--- src/rtl/capture_pkg.sv ---
package capture_pkg;
   localparam int REG_W  = 32;
   localparam int OFS_W  = 2;

   localparam logic [OFS_W-1:0] OFS_CTRL = 2'd0;
   localparam logic [OFS_W-1:0] OFS_LEN  = 2'd1;
   localparam logic [OFS_W-1:0] OFS_STAT = 2'd2;

   localparam int STAT_BUSY_BIT = 0;
   localparam int STAT_DONE_BIT = 1;

   typedef struct packed {
      logic done;
      logic busy;
   } cap_status_t;
endpackage

--- src/rtl/sample_packer.sv ---
module sample_packer #(
   parameter int SAMPLE_W = 14,
   parameter int LANE_W   = 16,
   parameter int NUM_CH   = 2,
   parameter bit SIGN_EXT = 1'b1
) (
   input  logic [NUM_CH*SAMPLE_W-1:0] raw_in,
   output logic [NUM_CH*LANE_W-1:0]   word_out
);
   localparam int PAD_W = LANE_W - SAMPLE_W;

   for (genvar ch = 0; ch < NUM_CH; ch++) begin : g_lane
      logic [SAMPLE_W-1:0] smp;
      assign smp = raw_in[ch*SAMPLE_W +: SAMPLE_W];
      if (PAD_W == 0) begin : g_nopad
         assign word_out[ch*LANE_W +: LANE_W] = smp;
      end else if (SIGN_EXT) begin : g_sext
         assign word_out[ch*LANE_W +: LANE_W] = {{PAD_W{smp[SAMPLE_W-1]}}, smp};
      end else begin : g_zext
         assign word_out[ch*LANE_W +: LANE_W] = {{PAD_W{1'b0}}, smp};
      end
   end
endmodule

--- src/rtl/capture_regs.sv ---
module capture_regs
   import capture_pkg::*;
#(
   parameter int ADDR_W = 10,
   localparam int LEN_W = ADDR_W + 1
) (
   input  logic              clk,
   input  logic              rst_n,
   input  logic              reg_wr,
   input  logic [OFS_W-1:0]  reg_addr,
   input  logic [REG_W-1:0]  reg_wdata,
   input  cap_status_t       status,
   output logic              start_req,
   output logic [LEN_W-1:0]  win_len,
   output logic [REG_W-1:0]  reg_rdata
);
   localparam logic [REG_W-1:0] DEPTH_W = REG_W'(1) << ADDR_W;

   logic [REG_W-1:0] len_q;

   always_ff @(posedge clk) begin
      if (!rst_n) begin
         len_q <= '0;
      end else if (reg_wr && reg_addr == OFS_LEN) begin
         len_q <= reg_wdata;
      end
   end

   // start is a write-only strobe: nothing is stored, so it reads as zero
   assign start_req = reg_wr && (reg_addr == OFS_CTRL) && reg_wdata[0];

   always_comb begin
      if (len_q == '0 || len_q > DEPTH_W) begin
         win_len = DEPTH_W[LEN_W-1:0];
      end else begin
         win_len = len_q[LEN_W-1:0];
      end
   end

   always_comb begin
      reg_rdata = '0;
      case (reg_addr)
         OFS_LEN:  reg_rdata = len_q;
         OFS_STAT: begin
            reg_rdata[STAT_BUSY_BIT] = status.busy;
            reg_rdata[STAT_DONE_BIT] = status.done;
         end
         default:  reg_rdata = '0;
      endcase
   end
endmodule

--- src/rtl/capture_seq.sv ---
module capture_seq #(
   parameter int ADDR_W = 10,
   parameter int DATA_W = 32,
   localparam int LEN_W = ADDR_W + 1
) (
   input  logic              clk,
   input  logic              rst_n,
   input  logic              start_req,
   input  logic [LEN_W-1:0]  win_len,
   input  logic              smp_valid,
   input  logic [DATA_W-1:0] smp_word,
   output logic              busy,
   output logic              done,
   output logic              mem_we,
   output logic [ADDR_W-1:0] mem_addr,
   output logic [DATA_W-1:0] mem_wdata
);
   logic [LEN_W-1:0] cnt_q;
   logic [LEN_W-1:0] last_q;
   logic             is_last;

   assign is_last = (cnt_q == last_q);

   always_ff @(posedge clk) begin
      if (!rst_n) begin
         busy      <= 1'b0;
         done      <= 1'b0;
         cnt_q     <= '0;
         last_q    <= '0;
         mem_we    <= 1'b0;
         mem_addr  <= '0;
         mem_wdata <= '0;
      end else begin
         mem_we <= 1'b0;
         if (busy) begin
            if (smp_valid) begin
               mem_we    <= 1'b1;
               mem_addr  <= cnt_q[ADDR_W-1:0];
               mem_wdata <= smp_word;
               cnt_q     <= cnt_q + 1'b1;
               if (is_last) begin
                  busy <= 1'b0;
                  done <= 1'b1;
               end
            end
         end else if (start_req) begin
            busy   <= 1'b1;
            done   <= 1'b0;
            cnt_q  <= '0;
            last_q <= win_len - 1'b1;
         end
      end
   end
endmodule

--- src/rtl/win_capture_ctrl.sv ---
module win_capture_ctrl
   import capture_pkg::*;
#(
   parameter int SAMPLE_W = 14,
   parameter int LANE_W   = 16,
   parameter int ADDR_W   = 10,
   parameter bit SIGN_EXT = 1'b1,
   localparam int NUM_CH  = 2,
   localparam int DATA_W  = NUM_CH * LANE_W,
   localparam int LEN_W   = ADDR_W + 1
) (
   input  logic                clk,
   input  logic                rst_n,
   input  logic                smp_valid,
   input  logic [SAMPLE_W-1:0] smp_ch0,
   input  logic [SAMPLE_W-1:0] smp_ch1,
   input  logic                reg_wr,
   input  logic [OFS_W-1:0]    reg_addr,
   input  logic [REG_W-1:0]    reg_wdata,
   output logic [REG_W-1:0]    reg_rdata,
   output logic                mem_we,
   output logic [ADDR_W-1:0]   mem_addr,
   output logic [DATA_W-1:0]   mem_wdata
);
   if (LANE_W < SAMPLE_W) begin : g_bad_lane
      $error("LANE_W must be at least SAMPLE_W");
   end
   if (ADDR_W < 1 || ADDR_W > 30) begin : g_bad_addr
      $error("ADDR_W must lie in 1..30");
   end

   logic              start_req;
   logic [LEN_W-1:0]  win_len;
   logic [DATA_W-1:0] packed_word;
   logic              cap_busy;
   logic              cap_done;
   cap_status_t       status;

   assign status.busy = cap_busy;
   assign status.done = cap_done;

   capture_regs #(.ADDR_W(ADDR_W)) i_regs (
      .clk       (clk),
      .rst_n     (rst_n),
      .reg_wr    (reg_wr),
      .reg_addr  (reg_addr),
      .reg_wdata (reg_wdata),
      .status    (status),
      .start_req (start_req),
      .win_len   (win_len),
      .reg_rdata (reg_rdata)
   );

   sample_packer #(
      .SAMPLE_W (SAMPLE_W),
      .LANE_W   (LANE_W),
      .NUM_CH   (NUM_CH),
      .SIGN_EXT (SIGN_EXT)
   ) i_pack (
      .raw_in   ({smp_ch1, smp_ch0}),
      .word_out (packed_word)
   );

   capture_seq #(.ADDR_W(ADDR_W), .DATA_W(DATA_W)) i_seq (
      .clk       (clk),
      .rst_n     (rst_n),
      .start_req (start_req),
      .win_len   (win_len),
      .smp_valid (smp_valid),
      .smp_word  (packed_word),
      .busy      (cap_busy),
      .done      (cap_done),
      .mem_we    (mem_we),
      .mem_addr  (mem_addr),
      .mem_wdata (mem_wdata)
   );
endmodule

--- config.mk ---
export PLATFORM = sky130hd
export DESIGN_NAME = win_capture_ctrl
export DESIGN_NICKNAME = d
export VERILOG_FILES = /design/src/rtl/capture_pkg.sv /design/src/rtl/sample_packer.sv /design/src/rtl/capture_regs.sv /design/src/rtl/capture_seq.sv /design/src/rtl/win_capture_ctrl.sv
export SDC_FILE = /design/constraint.sdc
export NUM_CORES = 1
export LEC_CHECK = 0
export ABC_AREA = 1
export CAP_MARGIN = 5
export CORE_UTILIZATION = 60
export DETAILED_ROUTE_END_ITERATION = 16
export DONT_BUFFER_PORTS = 1
export GPL_TIMING_DRIVEN = 0
export PLACE_DENSITY = 0.77
export SLEW_MARGIN = 20
export SYNTH_ARGS = -nofsm -noshare
export SYNTH_HDL_FRONTEND = slang
export SYNTH_SLANG_ARGS = --single-unit
--- constraint.sdc ---
create_clock -name clk -period 4 [get_ports clk]
set_input_delay 1.2 -clock clk [delete_from_list [all_inputs] [get_ports clk]]
set_output_delay 1.2 -clock clk [all_outputs]
set_load 0.05 [all_outputs]
==> key figures, run 1 <==
STA
  • Clk_skew: 0.0115 ns
  • Final hold viol count: 0
  • Tightest Pin Transition: about 1.1 ns
  • Peak Freq: roughly 270 MHz
  • Post-layout min period: about 3.8 ns
  • PnR worst setup slack: 0.235 ns
  • RSZ-0062 raised after global routing: no
  • Sum Neg Setup Slack: 0 ns
  • Period utilization: about 94%
  • Slew Limit Fails: 0
  • Rel. slew slack: about a quarter
  • Final setup violation count: 0

Clocking
  • CTS root buf: clkbuf_8
  • Post_cts resized: 0
  • H-tree levels: 3
  • Longest Clk Path Bufs: 2
  • Num CTS Buffers: 9
  • Clk sinks: 95
  • Clock-pin slew of the registers on the worst-case setup and hold paths: 0.09 ns
  • Skew-Pair Late Insertion Delay: around 0.37 ns
  • Post-CTS repair timing setup buffer count: 0
  • Hold_buf cts: 0
  • TritonCTS clock tree: done

Critical path
  • Largest stage delay, worst path: 0.86 ns
  • Setup slack, reg-to-reg: roughly 1.7 ns
  • WP buf/inv: 2
  • Crit Path Class: input pin to output pin
  • Critical path origin: reg_addr[1]
  • Critical path's slowest cell: a21oi_1
  • CP Max Fanout: 6
  • R2r startpoint: i_regs.len_q[22]$_SDFFE_PN0P_
  • WP data required: approximately 2.8 ns
  • Worst reg-to-reg path cell count: 16
  • Setup crit end: reg_rdata[1]
  • Worst-path cell chain: inv_1, ha_1, clkbuf_1, nand2_1, a21oi_1
  • RR Endpoint: i_seq.last_q[10]$_SDFFE_PN0P_
  • CP Depth: 5
  • Critical path data arrival time: approximately 2.6 ns
  • Worst setup EP type: output pin
  • Crit path max-delay family: compound AO/OA/AOI/OAI gates
  • Startpoint Class: input pin

Status
  • Status: finished, final reports clean

Synth
  • Synth cell types: ~40
  • Number of synthesized flops with an enable pin: 0
  • Synthesized area: between 0.004 and 0.005 sq mm
  • Synth top area share: a little over two fifths
  • Post-synth net total: between 700 and 800
  • Sequential share of the synthesized area: 42.7%
  • Post-synthesis register bit count: 95
  • Avg Inst Size Synth: between 6 and 7 sq um
  • Synth warnings: 0
  • Asr flop ratio synth: 0%
  • Top_reg_cell synth: dfxtp_1
  • Synth top area cells: dfxtp_1 43%, nor2_1 13%, o21ai_0 9.0%, nand2_1 7.4%, inv_1 6.1%
  • Post-Syn Instances: around 640
  • Largest area contributor in the netlist: dfxtp_1

Route
  • DR vias/cell: between 5 and 6
  • First-pass iteration count of the detailed router: 5
  • WL/cell: about 14 um
  • WL final: approximately 11000 um
  • Vias post-DR: just over 4k
  • # DRC: 0
  • Antenna Violating Nets Remaining: 0
  • Initial DRC Count: ~250

Cells and area
  • Synthesis-to-finish area growth: 7.38%
  • Final nets: approximately 720
  • N_diodes: 0
  • Fraction of layout cells with a size suffix above 1: roughly 7.1%

Global route
  • GRT Util Overall: between 20% and 30%
  • Vias in the first global route: about 3.6k
  • Largest net degree at the start of global routing: 19
  • Remaining Overflow, GRT: 0
  • Antenna violations before repair: 0
  • First-pass GRT wire length: around 17000 um

Floorplan
  • # rows: 31
  • Core Region: about 0.0072 sq mm
  • # IOs: about 140
  • Die span in x: between 80 and 90 um
  • Starting Density: approximately three fifths
  • Die Ht: 88.2 um
  • Die area: between 0.007 and 0.008 sq mm

Placed design
  • Global placer's final weighted congestion: between 0.8 and 0.9
  • Setup Slack @ Placement: around 0.24 ns
  • Port buffer count: 0
  • Detailed placement HPWL: 8270 um

Power
  • Pwr per Cell Area: 397 mW/mm^2
  • Peak supply drop: roughly 280 uV
  • LEAKAGE: 2.15 nW

Run
  • Max-Cap Viols: 0

Min path
  • Hold Path Class: flip-flop to flip-flop
## flip-flops by register name, indices dropped and copies added (netlist names)
| name | flops |
|---|---|
| i_seq.cnt_q | 11 |
| i_seq.done | 1 |
| i_seq.last_q | 11 |
| i_regs.len_q | 32 |
| i_seq.mem_we | 1 |
| i_seq.busy | 1 |
| i_seq.mem_wdata | 28 |
| i_seq.mem_addr | 10 |
## area by class of cell
type	instances	area [sq um]
plain buffers	34	171
clock buffers	10	138
clock inverters	6	63.8
fillers	677	2430
inverters	77	289
multi-input cells	436	2100
flip-flops and latches	95	1900
well taps	99	124
## kinds of logic after synthesis
logic type / share of synthesized area (%)
adders and majority gates: 1.40
buffers and inverters: 10.3
and+or+nand+nor: 26.9
DFF: 42.7
xor gates and xnor gates: 1.97
AOI/OAI and AO/OA: 16.7
## through the flow
step	hold slack, ns	std cells	power (mW)	instance area (sq um)	util, %
finish	0.468	757	1.90	4790	66.3
global route	0.501	757	1.97	4790	66.3
CTS	0.475	757	1.90	4790	66.3
detailed placement	0.460	741	1.28	4580	63.5
global placement	0.446	741	1.27	4580	63.5
floorplan	0.430	642	1.23	4460	-
## layout by cell type (no fill, tap or decap), drive strengths merged, types with 7 or more instances in the layout
master,instances
o21ai,82
nand3,27
clkbuf,37
inv,78
buf,7
a21oi,34
dfxtp,95
nor2,157
xor2,7
nand2,92
## worst reg2reg max path, delay by kind of cell, from the launching register on
family,cells,cell delay [ns]
simple gates,10,1.13
flops,1,0.36
buf+inv,4,0.33
fa+ha+maj,1,0.22
compound gates,1,0.21
## how the worst min path moves through the flow
stage | to | depth (start not counted) | slack (ns) | start
final | i_seq.done$_SDFFE_PN0P_ | 2 | 0.47 | i_seq.done$_SDFFE_PN0P_
after global routing | i_seq.done$_SDFFE_PN0P_ | 2 | 0.50 | i_seq.done$_SDFFE_PN0P_
after CTS | i_seq.done$_SDFFE_PN0P_ | 2 | 0.47 | i_seq.done$_SDFFE_PN0P_
after detailed placement | i_seq.done$_SDFFE_PN0P_ | 2 | 0.46 | i_seq.done$_SDFFE_PN0P_
after global placement | i_seq.done$_SDFFE_PN0P_ | 2 | 0.45 | i_seq.done$_SDFFE_PN0P_
after floorplan | i_seq.done$_SDFFE_PN0P_ | 2 | 0.43 | i_seq.done$_SDFFE_PN0P_
## synth_stat cells (2+ instances only)
cell type  instances
ha_1               5
inv_2              2
clkinv_1           2
nor2_2             6
a21oi_1           33
o211ai_1           2
nor3_1             4
nor2_1           150
inv_1             73
nand4_1            4
nand3_1           24
xor2_1             7
xnor2_1            3
a211oi_1           5
o21ai_0           80
nand2_1           88
dfxtp_1           95
buf_4              5
nand2_2            3
nand3_2            3
a32o_1             2
buf_6              2
clkbuf_1          26
## layer usage
layer / share of wire (%) / track usage (%) / wire length (um)
met4: 2.5 / 11.6 / 276
met1: 43 / 35.2 / 4690
met5: 0 / 0 / 0
met3: 6.6 / 6.97 / 714
met2: 48 / 45.5 / 5170
## report_power, final
group | switching (mW) | total (mW) | internal, mW
clock | 0.377 | 0.637 | 0.261
combinational | 0.156 | 0.226 | 0.0702
sequential | 0.0588 | 1.03 | 0.976
Power figures use the tool's default switching activity.
==> run 2, diff against run 1 <==
- CORE_UTILIZATION: 60 -> 35
- PLACE_DENSITY: 0.77 -> 0.5
==> run 2 against run 1 <==
Net effect:
- die area rose by 70%
- maximum frequency decreased by 0.67%
- clock power increased by 31%
- critical path type unchanged
- critical endpoint unchanged
- largest cell class unchanged
==> key figures, run 2 (synthesis gave the netlist of run 1 again) <==
Clocking
  • Longest Clk Path Bufs: 2 (unchanged)
  • CTS root buf: clkbuf_16
  • Post_cts resized: 0 (unchanged)
  • Hold_buf cts: 0 (unchanged)
  • H-tree levels: 3 (unchanged)
  • Skew-Pair Late Insertion Delay: 0.35 ns (-0.02 ns)
  • Post-CTS repair timing setup buffer count: 0 (unchanged)
  • Num CTS Buffers: 9 (unchanged)
  • TritonCTS clock tree: done
  • Clk sinks: 95 (unchanged)
  • Clock-pin slew of the registers on the worst-case setup and hold paths: 0.07 ns (-0.02 ns)

Power
  • Pint: 1.49 mW (+14%)
  • Comb pwr share: 10.9% (-1.0 points)
  • Switching power: 608 uW (+2.8%)
  • Pwr per Cell Area: 424 mW/mm^2 (+7.0%)
  • Clk network pwr share: 39.8% (+6.2 points)
  • Seq pwr share: 49.2% (-5.3 points)
  • Sw Share: 29.0% (-2.2 points)
  • LEAKAGE: 2.19 nW (+1.8%)
  • Peak supply drop: 271 uV (-3.5%)
  • Overall Power: 2.10 mW (+11%)

Cells and area
  • Largest regs: i_regs.len_q x32, i_seq.mem_wdata x28
  • Synthesis-to-finish area growth: 11.1%
  • Non-Filler Instances: 826 (+9.1%)
  • Most common cell after layout, fill and taps aside: nor2_1
  • Max reg flops: 32 (unchanged)
  • Top reg by flops: i_regs.len_q
  • Fraction of layout cells with a size suffix above 1: 6.84% (-0.30 points)
  • # fillers: 1323 (+95%)
  • Most frequent cells in the layout: 150 x nor2_1, 95 x dfxtp_1, 88 x nand2_1, 80 x o21ai_0, 73 x inv_1
  • Util after Layout: 40.5% (-26 points)
  • N_diodes: 0 (unchanged)
  • Final nets: 724 (unchanged)

Placed design
  • Port buffer count: 0 (unchanged)
  • Global placer's final weighted congestion: 0.809 (-9.6%)
  • Placed cells: 810 (+9.3%)
  • Detailed placement HPWL: 9420 um (+14%)

Route
  • WL final: 12200 um (+13%)
  • DR vias/cell: 4.97 (-8.7%)
  • # DRC: 0 (unchanged)
  • First-pass iteration count of the detailed router: 5 (unchanged)
  • Antenna Violating Nets Remaining: 0 (unchanged)
  • Max Used Layer: met4
  • Vias post-DR: 4104 (-0.34%)
  • WL/cell: 14.8 um (+3.3%)
  • Initial DRC Count: 156 (-37%)
  • Post-Route M1 WL: 5600 um (+19%)
  • Met2 wire len: 5500 um (+6.4%)
  • Wire length on met3: 955 um (+34%)

Global route
  • Largest net degree at the start of global routing: 17 (-2)
  • Remaining Overflow, GRT: 0 (unchanged)
  • First-pass GRT wire length: 19700 um (+18%)
  • GRT Util Overall: 19.4% (-8.4 points)
  • Antenna violations before repair: 0 (unchanged)
  • Vias in the first global route: 3877 (+7.6%)

STA
  • Rel. slew slack: 22.9% (-2.3 points)
  • Final hold viol count: 0 (unchanged)
  • RSZ-0062 raised after global routing: no
  • Sum Neg Setup Slack: 0 ns (unchanged)
  • Peak Freq: 264 MHz (-0.67%)
  • Post-layout min period: 3.79 ns (+0.0256 ns)
  • Slew Limit Fails: 0 (unchanged)
  • Tightest Pin Transition: 1.16 ns (+0.0348 ns)
  • Final setup violation count: 0 (unchanged)
  • Period utilization: 94.8% (+0.64 points)
  • Clk_skew: 0.00716 ns (-0.00429 ns)

Status
  • Status: finished, final reports clean

Critical path
  • Worst setup EP type: output pin
  • Startpoint Class: input pin
  • WP data required: 2.80 ns (about the same)
  • Crit Path Class: input pin to output pin
  • Worst reg-to-reg path cell count: 16 (unchanged)
  • Critical path data arrival time: 2.59 ns (+0.03 ns)
  • CP Max Fanout: 6 (unchanged)

Min path
  • Hold depth: 2 (unchanged)
  • Hold Path Class: flip-flop to flip-flop

Floorplan
  • # rows: 40 (+29%)
  • Die span in x: 115 um (+30%)
  • Die area: 0.0132 sq mm (+70%)
  • Core Region: 0.0122 sq mm (+69%)
  • # IOs: 141 (unchanged)
  • Die Ht: 115 um (+30%)
  • Starting Density: 36.5% (-25 points)

Run
  • Max-Cap Viols: 0 (unchanged)
==> run 2: changes by cell type in the layout (fill, tap and decap cells not counted), sizes merged <==
cell,change
clkbuf,+1
inv,-1
==> run 2: per-stage QoR <==
step                      instance area [sq um]  hold WS, ns  setup slack, ns
final                                      4950        0.463            0.210
after global routing                       4950        0.516            0.111
after CTS                                  4950        0.467            0.210
after detailed placement                   4670        0.452            0.211
after global placement                     4670        0.451            0.216
after floorplan                            4460        0.430            0.414
==> run 2: critical path: stages <==
cell      delay, ns
inv_1          0.06
ha_1           0.14
clkbuf_1       0.22
nand2_1        0.09
a21oi_1        0.89
==> run 2: power groups by stage <==
stage	clock, mW	sequential (mW)	combinational [mW]
global route	0.902	1.04	0.261
finish	0.836	1.03	0.230
CTS	0.862	1.03	0.231
global placement	0	1.06	0.226
detailed placement	0	1.06	0.230
floorplan	0	1.05	0.185
==> run 2: worst paths after layout <==
kind                                 startpoint                            to  slack (ns)
hold / removal          i_seq.done$_SDFFE_PN0P_       i_seq.done$_SDFFE_PN0P_        0.46
setup reg to reg  i_regs.len_q[26]$_SDFFE_PN0P_  i_seq.last_q[4]$_SDFFE_PN0P_        1.65
hold reg to reg         i_seq.done$_SDFFE_PN0P_       i_seq.done$_SDFFE_PN0P_        0.46
setup / recovery                    reg_addr[1]                  reg_rdata[1]        0.21
==> run 2: cell type report <==
cell class / count / area, sq um / share of cell area (%)
Buffer: 34 / 171 / 3.46
Multi-Input combinational cell: 436 / 2090 / 42.3
Inverter: 77 / 289 / 5.84
Clock buffer: 11 / 243 / 4.90
Clock inverter: 5 / 41.3 / 0.834
Tap cell: 168 / 210 / 4.25
Sequential cell: 95 / 1900 / 38.4
==> run 2: per-layer routing <==
layer  GRT usage [%]  vias up
met1            25.2     1898
met3            6.06       12
li1                -     2063
met5               0        -
met4            7.45        0
met2            30.1      131
==> run 3, diff against run 2 <==
- GPL_TIMING_DRIVEN: 0 -> 1
==> run 3 against run 2 <==
Net effect:
- power is 1.8% higher
- non-clock buffer count is 4 higher
- via count down 0.71%
- setup slack better by 0.38 ns
- die area unchanged
- first-iteration DRC count is 33% higher
- global-route usage decreased by 1.0 points
- hold slack improved by 0.020 ns
- clock power grew 4.3%
- clock skew is essentially flat
- critical path type unchanged
==> key figures, run 3 (synthesis gave the netlist of run 1 again) <==
Clocking
  • Post-CTS repair timing setup buffer count: 0 (unchanged)
  • Hold_buf cts: 0 (unchanged)
  • Post_cts resized: 0 (unchanged)
  • Skew-Pair Late Insertion Delay: 0.35 ns (about the same)
  • CTS root buf: clkbuf_16
  • Longest Clk Path Bufs: 2 (unchanged)
  • H-tree levels: 3 (unchanged)
  • Clock-pin slew of the registers on the worst-case setup and hold paths: 0.07 ns (about the same)
  • Clk sinks: 95 (unchanged)
  • Num CTS Buffers: 9 (unchanged)
  • TritonCTS clock tree: done

Route
  • WL/cell: 14.2 um (-4.0%)
  • Antenna Violating Nets Remaining: 0 (unchanged)
  • # DRC: 0 (unchanged)
  • First-pass iteration count of the detailed router: 4 (-1)
  • Initial DRC Count: 207 (+33%)
  • DR vias/cell: 4.92 (-1.1%)
  • WL final: 11800 um (-3.7%)
  • Vias post-DR: 4075 (-0.71%)

Global route
  • First-pass GRT wire length: 18900 um (-4.1%)
  • Remaining Overflow, GRT: 0 (unchanged)
  • Vias in the first global route: 3895 (+0.46%)
  • GRT Util Overall: 18.4% (-1.0 points)
  • Largest net degree at the start of global routing: 78 (+61)
  • Antenna violations before repair: 1 (+1)

Cells and area
  • Fraction of layout cells with a size suffix above 1: 11.3% (+4.5 points)
  • Max reg flops: 32 (unchanged)
  • N_diodes: 0 (unchanged)
  • Top reg by flops: i_regs.len_q
  • Synthesis-to-finish area growth: 22.4%
  • Most frequent cells in the layout: 150 x nor2_1, 95 x dfxtp_1, 88 x nand2_1, 80 x o21ai_0, 73 x inv_1
  • Util after Layout: 44.7% (+4.1 points)
  • Most common cell after layout, fill and taps aside: nor2_1
  • Largest regs: i_regs.len_q x32, i_seq.mem_wdata x28
  • # fillers: 1306 (-1.3%)
  • Final nets: 728 (+0.55%)

STA
  • Final hold viol count: 0 (unchanged)
  • Tightest Pin Transition: 0.718 ns (-0.442 ns)
  • Clk_skew: 0.00755 ns (+0.000392 ns)
  • RSZ-0062 raised after global routing: no
  • Slew Limit Fails: 0 (unchanged)
  • Period utilization: 85.2% (-9.5 points)
  • Final setup violation count: 0 (unchanged)
  • Rel. slew slack: 52.1% (+29 points)
  • Peak Freq: 293 MHz (+11%)
  • Post-layout min period: 3.41 ns (-0.381 ns)
  • Sum Neg Setup Slack: 0 ns (unchanged)

Placed design
  • Port buffer count: 0 (unchanged)
  • Global placer's final weighted congestion: 0.760 (-6.1%)
  • Detailed placement HPWL: 8520 um (-9.5%)

Critical path
  • WP buf/inv: 3 (+1)
  • Critical path data arrival time: 2.21 ns (-0.38 ns)
  • WP data required: 2.80 ns (about the same)
  • Worst-path cell chain: inv_1, ha_1, buf_4, nand2_1, a21oi_1, buf_4
  • Largest stage delay, worst path: 0.33 ns (-0.56 ns)
  • Critical path's slowest cell: buf_4
  • Worst setup EP type: output pin
  • Crit path max-delay family: buffers and inverters
  • CP Max Fanout: 33 (+27)
  • Crit Path Class: input pin to output pin
  • Most frequent CP cell: buf_4
  • Startpoint Class: input pin

Floorplan
  • # rows: 40 (unchanged)
  • Die span in x: 115 um (unchanged)
  • Die Ht: 115 um (unchanged)
  • Die area: 0.0132 sq mm (unchanged)
  • Core Region: 0.0122 sq mm (unchanged)
  • # IOs: 141 (unchanged)
  • Starting Density: 36.5% (unchanged)

Power
  • Overall Power: 2.14 mW (+1.8%)
  • Switching power: 579 uW (-4.8%)
  • Seq pwr share: 48.3% (-0.9 points)
  • Sw Share: 27.1% (-1.9 points)
  • Comb pwr share: 10.9% (about the same)
  • LEAKAGE: 2.40 nW (+9.7%)
  • Pint: 1.56 mW (+4.4%)
  • Peak supply drop: 343 uV (+26%)
  • Pwr per Cell Area: 392 mW/mm^2 (-7.6%)
  • Clk network pwr share: 40.8% (+1.0 points)

Status
  • Status: finished, final reports clean

Run
  • Max-Cap Viols: 0 (unchanged)

Min path
  • Hold Path Class: flip-flop to flip-flop
run 3: changes by cell type in the layout (fill, tap and decap cells not counted), sizes merged:
cell      before  now
buf            7   38
clkbuf        38   10
inv           77   75
bufinv         0    1
clkinvlp       1    2
run 3: worst paths after layout:
path / startpoint / end / slack [ns] / cells past startpoint
hold / removal: i_seq.done$_SDFFE_PN0P_ / i_seq.done$_SDFFE_PN0P_ / 0.48 / 2
setup / recovery: reg_addr[1] / reg_rdata[0] / 0.59 / 6
setup reg to reg: i_regs.len_q[18]$_SDFFE_PN0P_ / i_seq.last_q[4]$_SDFFE_PN0P_ / 1.58 / 15
hold reg to reg: i_seq.done$_SDFFE_PN0P_ / i_seq.done$_SDFFE_PN0P_ / 0.48 / 2
run 3: layer usage:
metal  global-route usage (%)  wire length, um  vias to the layer above
met2                     29.7             5450                      134
met5                        0               13                        -
li1                         -                -                     2060
met3                     7.80              987                       12
met1                     22.5             5210                     1867
met4                     4.94              118                        2
run 3: metrics by stage:
step | std cells | instance area [sq um] | hold WS [ns] | setup slack [ns]
finish | 829 | 5450 | 0.483 | 0.591
global route | 829 | 5450 | 0.511 | 0.425
CTS | 829 | 5450 | 0.489 | 0.571
detailed placement | 814 | 5160 | 0.477 | 0.580
global placement | 814 | 5160 | 0.473 | 0.618
floorplan | 642 | 4460 | 0.430 | 0.414
run 3: layout make-up:
type | instances | area, sq um | area share (%)
multi-input combinational | 436 | 2090 | 38.4
sequential | 95 | 1900 | 34.9
timing repair buffer | 38 | 661 | 12.1
inverter | 77 | 289 | 5.30
clock buffer | 10 | 239 | 4.38
tap | 168 | 210 | 3.85
clock inverter | 5 | 58.8 | 1.08
run 3: worst min-delay path: cells and delay by family (launching register included):
kind,cells,cell delay [ns]
flops,1,0.33
buf+inv,1,0.05
compound gates,1,0.05
run 3: power groups by stage:
stage               clock (mW)  sequential (mW)  combinational (mW)
finish                   0.872             1.03               0.233
global route             0.928             1.04               0.261
CTS                      0.892             1.03               0.234
detailed placement           0             1.06               0.234
global placement             0             1.05               0.230
floorplan                    0             1.05               0.185
